===== config.mk =====
export PLATFORM = sky130hd
export DESIGN_NAME = sec_count_card
export DESIGN_NICKNAME = d
export VERILOG_FILES = /design/src/rtl/sec_count_card.sv
export SDC_FILE = /design/constraint.sdc
export NUM_CORES = 1
export LEC_CHECK = 0
export CAP_MARGIN = 40
export CORE_MARGIN = 1.5
export CORE_UTILIZATION = 49
export CTS_CLUSTER_DIAMETER = 30
export DETAILED_ROUTE_END_ITERATION = 8
export GPL_ROUTABILITY_DRIVEN = 1
export GPL_TIMING_DRIVEN = 0
export SLEW_MARGIN = 40
export SYNTH_ARGS = -nofsm -noshare
export SYNTH_HDL_FRONTEND = slang
export SYNTH_SLANG_ARGS = --single-unit

===== constraint.sdc =====
create_clock -name clk -period 3.5 [get_ports clk]
set_input_delay 0.525 -clock clk [delete_from_list [all_inputs] [get_ports clk]]
set_output_delay 0.525 -clock clk [all_outputs]
set_load 0.02 [all_outputs]

===== src/rtl/sec_count_card.sv =====
module sec_count_card #(
  parameter int ROM_BITS    = 16,
  parameter int USER_BITS   = 8,
  parameter int STAGE_BITS  = 8,
  parameter int N_STAGES    = 10,
  parameter int ERR_STAGE   = 5,
  parameter int CODE_STAGE  = 6,
  parameter int CODE_STAGES = 3,
  parameter logic [ROM_BITS-1:0]                ROM_IMAGE = 16'hA5C3,
  parameter logic [CODE_STAGES*STAGE_BITS-1:0]  TCODE     = 24'h5A3C96
) (
  input  logic clk,
  input  logic rst_n,
  input  logic card_rst,
  input  logic card_clk,
  input  logic dio_in,
  output logic dio_oe,
  output logic cmd_rej
);
  localparam int CNT_BASE = ROM_BITS + USER_BITS;
  localparam int TOTAL    = CNT_BASE + N_STAGES * STAGE_BITS;
  localparam int AW       = $clog2(TOTAL);
  localparam int LOCK_ADR = ROM_BITS;
  localparam int TOP_HI   = CNT_BASE + STAGE_BITS - 1;
  localparam int ERR_LO   = CNT_BASE + ERR_STAGE * STAGE_BITS;
  localparam int ERR_HI   = ERR_LO + STAGE_BITS - 1;
  localparam int CODE_LO  = CNT_BASE + CODE_STAGE * STAGE_BITS;
  localparam int CODE_HI  = CODE_LO + CODE_STAGES * STAGE_BITS - 1;
  localparam logic [TOTAL-1:0] INIT = (TOTAL'(TCODE) << CODE_LO) | TOTAL'(ROM_IMAGE);

  logic [TOTAL-1:0] mem, emask, errm;
  logic [AW-1:0]    addr;
  logic [31:0]      a, stg;
  logic ck_q, rs_q, unl, armed, mism;

  assign a = 32'(addr);
  assign stg = (a - 32'(CNT_BASE)) / 32'(STAGE_BITS);

  wire lockf     = mem[LOCK_ADR];
  wire delivered = !lockf && !unl;
  wire clk_rise  = card_clk && !ck_q;
  wire rst_rise  = card_rst && !rs_q;
  wire do_cmd    = rst_rise && !card_clk;
  wire do_zero   = rst_rise && card_clk;
  wire do_step   = clk_rise && !card_rst;

  wire in_user = a >= 32'(ROM_BITS) && a < 32'(CNT_BASE);
  wire in_cnt  = a >= 32'(CNT_BASE);
  wire in_top  = in_cnt && a <= 32'(TOP_HI);
  wire in_err  = a >= 32'(ERR_LO) && a <= 32'(ERR_HI);
  wire in_code = a >= 32'(CODE_LO) && a <= 32'(CODE_HI);
  wire cur     = mem[addr];
  wire hidden  = delivered && in_code;

  wire prog_ok  = in_user ? (unl && !lockf) :
                  in_cnt  ? (!delivered || (in_err && !cur)) : 1'b0;
  wire erase_ok = in_cnt && !in_top && !delivered;
  wire cmd_ok   = dio_in ? prog_ok : erase_ok;

  always_comb begin
    emask = '0;
    errm  = '0;
    for (int i = CNT_BASE; i < TOTAL; i++) begin
      if (32'((i - CNT_BASE) / STAGE_BITS) == stg) emask[i] = 1'b1;
      if (i >= ERR_LO && i <= ERR_HI) errm[i] = 1'b1;
    end
  end

  assign dio_oe = !card_clk && !card_rst && !hidden && !cur;

  always_ff @(posedge clk or negedge rst_n) begin
    if (!rst_n) begin
      mem     <= INIT;
      addr    <= '0;
      ck_q    <= 1'b0;
      rs_q    <= 1'b0;
      unl     <= 1'b0;
      armed   <= 1'b0;
      mism    <= 1'b0;
      cmd_rej <= 1'b0;
    end else begin
      ck_q <= card_clk;
      rs_q <= card_rst;
      if (do_zero) begin
        addr  <= '0;
        armed <= 1'b0;
      end else if (do_step) begin
        addr <= (a == 32'(TOTAL - 1)) ? '0 : addr + 1'b1;
        if (armed && in_code) begin
          if (dio_in != cur) mism <= 1'b1;
          if (a == 32'(CODE_HI)) begin
            armed <= 1'b0;
            if (!mism && dio_in == cur) begin
              unl <= 1'b1;
              mem <= mem & ~errm;
            end
          end
        end
      end
      if (do_cmd) begin
        cmd_rej <= !cmd_ok;
        if (cmd_ok) begin
          if (dio_in) begin
            mem[addr] <= 1'b1;
            if (delivered && in_err) begin
              armed <= 1'b1;
              mism  <= 1'b0;
            end
          end else begin
            mem <= mem & ~emask;
          end
        end
      end
    end
  end
endmodule


==> flow_summary.toml <==
[cells_and_area]
layoutNonFillerInstCount = 716
seqCellArea_um2 = 2953
multiInputGateArea_um2 = 2527
fin_nets = 567
synthToLayoutAreaGrowth_pct = 17.62
antennaDiodeCount = 0
drive_gt1_frac = 0.1850
fillers = 986

[logic_synthesis]
syn_area_um2 = 5732
synthTopCellsByArea = "dfrtp_1 (42%), dfstp_2 (9.2%), mux4_2 (5.5%), o21a_1 (5.4%), nor3_1 (4.2%)"
avgSynthCellArea_um2 = 10.75
async_reset_ff_frac = 1.000
ys_ff_latch = 117
synthesis.instances = 533
seq_area_frac_synth = 0.5152
ys_top_cells_by_count = "dfrtp_1 (97), nor2_1 (50), nor3_1 (48)"
synth_ff_type = "dfrtp_1"
ys_types = 54
synth_nets = 540
yosys.area.top_type_share = 0.4235
yosys_warnings = 0
yosysTopAreaCell = "dfrtp_1"
synth.most_common_cell = "dfrtp_1"
synth_edf_count = 0

[floorplan]
ios = 7
design.core.area_um2 = 11420
die_y_um = 111.2
rows = 39
dieArea_um2 = 12360
fp.dieW_um = 111.2
start_util = 0.5020

[placed_design]
dp_hpwl_mm = 10.26
portBuffers = 6
gp_congestion = 0.9289
dp.cells = 683
dpl_worst_slack_ps = -306.2

[power_and_ir_drop]
power_density_nw_per_um2 = 545.5
finalPower_mw = 3.678
power_leakage_nw = 2.874
ir_drop_uv = 472.7

[sta]
post-route-period-util = 0.9799
max_slew_margin = 0.4256
rsz0062_at_grt = "true"
layout_setup_ws_ps = 70.23
final_hold_viol_count = 0
whs_ps = 17.48
setup_viol = 0
setup_tns_ps = 0
final_max_slew_viol_count = 0
finalClockSkew_ps = 7.999
fin_crit_ps = 3430
worstMarginPinSlew_ps = 855.0
max_freq_mhz = 291.6

[global_route]
overflow = 0
grt_usage = 0.2608
grt_pass1_vias = 4569
grt_pass1_wl_mm = 24.42
grt_max_degree = 61
antenna_found_initial = 0

[drt]
drc = 0
firstDrtPassIters = 5
wl_per_cell_um = 20.59
dr.first_iter.drc_count = 318
vias_per_cell = 5.986
vias = 4286
wirelength_mm = 14.74
drtAntennaViolNets = 0

[clocking]
clockRootBuffer = "clkbuf_16"
cts.sinks = 117
cts_buffer_depth = 2
clk_latency_ps = 420
htreeDepth = 4
cts_made_buffers = 17
cts_tree = "built"
clk_pin_slew_ps = 50

[outcome]
status = "complete, no violations"

[critical_path]
r2r-start = "addr[0]$_DFFE_PN0P_"
cp.arrival_ps = 2900
cp-startpoint = "addr[1]$_DFFE_PN0P_"
required_ps = 2970
crit_type = "reg2out"
cp_max_fo = 10
start_kind = "flop"
endpoint_kind = "output port"

[hold_path]
hold_path_class = "in2async"

[run]
maxCapViolCount = 0
[final timing paths]
path / end / slack, ps / depth (start not counted)
max: dio_oe / 70 / 9
min: mem[78]$_DFFE_PN0P_ / 20 / 1
max reg2reg: mem[53]$_DFFE_PN0P_ / 350 / 12
min reg2reg: mem[15]$_DFFE_PN1P_ / 440 / 1
max in group asynchronous: mem[1]$_DFFE_PN1P_ / 2790 / 2
min in group clk: mem[15]$_DFFE_PN1P_ / 440 / 1
[cells by family after synthesis]
group | count (synthesis) | share of synthesized area
xor+xnor | 3 | 0.004585
simple gates | 165 | 0.1410
compound gates | 141 | 0.1751
buf+inv | 65 | 0.05086
mux | 40 | 0.1089
fa+ha+maj | 2 | 0.004365
flops | 117 | 0.5152
[through the flow]
step,util,cell area [µm²]
2_1_floorplan,-,5733
3_3_place_gp,0.5230,5972
3_5_place_dp,0.5267,6015
4_1_cts,0.5878,6711
5_1_grt,0.5904,6741
6_report,0.5904,6741
[layout by cell type (no fill, tap or decap), types with 9 or more instances in the layout]
master,instances
nand2_1,21
a21oi_1,28
mux4_2,14
buf_2,13
nor3_1,44
o21ai_0,11
mux2i_1,23
a31oi_1,16
clkbuf_16,17
nor2_1,50
dfrtp_1,97
o21a_1,41
dfstp_2,20
clkbuf_1,37
a22oi_1,9
[where the power goes]
part           internal, mW  switching (mW)  leakage, nW
registers              1.36         0.00560         1.54
logic                 0.144           0.264         1.01
clock network          1.31           0.589        0.324
total                  2.82           0.859         2.87
[state kept, by name, indices dropped and copies added (netlist names)]
| register | flops |
|---|---|
| mism | 1 |
| mem | 104 |
| unl | 1 |
| ck_q | 1 |
| rs_q | 1 |
| cmd_rej | 1 |
| armed | 1 |
| addr | 7 |
[routing by layer]
layer  track usage  part of all wire  vias to the layer above
met4        0.1215             0.030                        0
met1        0.3544              0.45                     2150
met2        0.3975              0.46                      122
met5             0                 0                        -
li1              -                 -                     1975
met3       0.06288             0.053                       39
[critical path, stage by stage (launching register included)]
cell	delay, ps
dfrtp_1	390
buf_8	180
buf_6	190
mux4_2	520
o211ai_1	290
o211ai_1	140
o211ai_1	190
o211ai_4	150
a2111oi_2	210
buf_2	220
[final cells by class]
class | instances | area share
clock buffers | 22 | 0.07034
plain buffers | 59 | 0.04621
repair buffers | 9 | 0.01522
inverters | 5 | 0.002784
well taps | 143 | 0.02654
clock inverters | 10 | 0.02598
flip-flops and latches | 117 | 0.4380
multi-input cells | 351 | 0.3749
[timing repair]
item,CTS,global route
setup endpoints to repair,1,5
gates resized for setup,17,8
buffers inserted,2,0
hold buffers,0,0
pin swaps,2,0
Power figures use the tool's default switching activity.
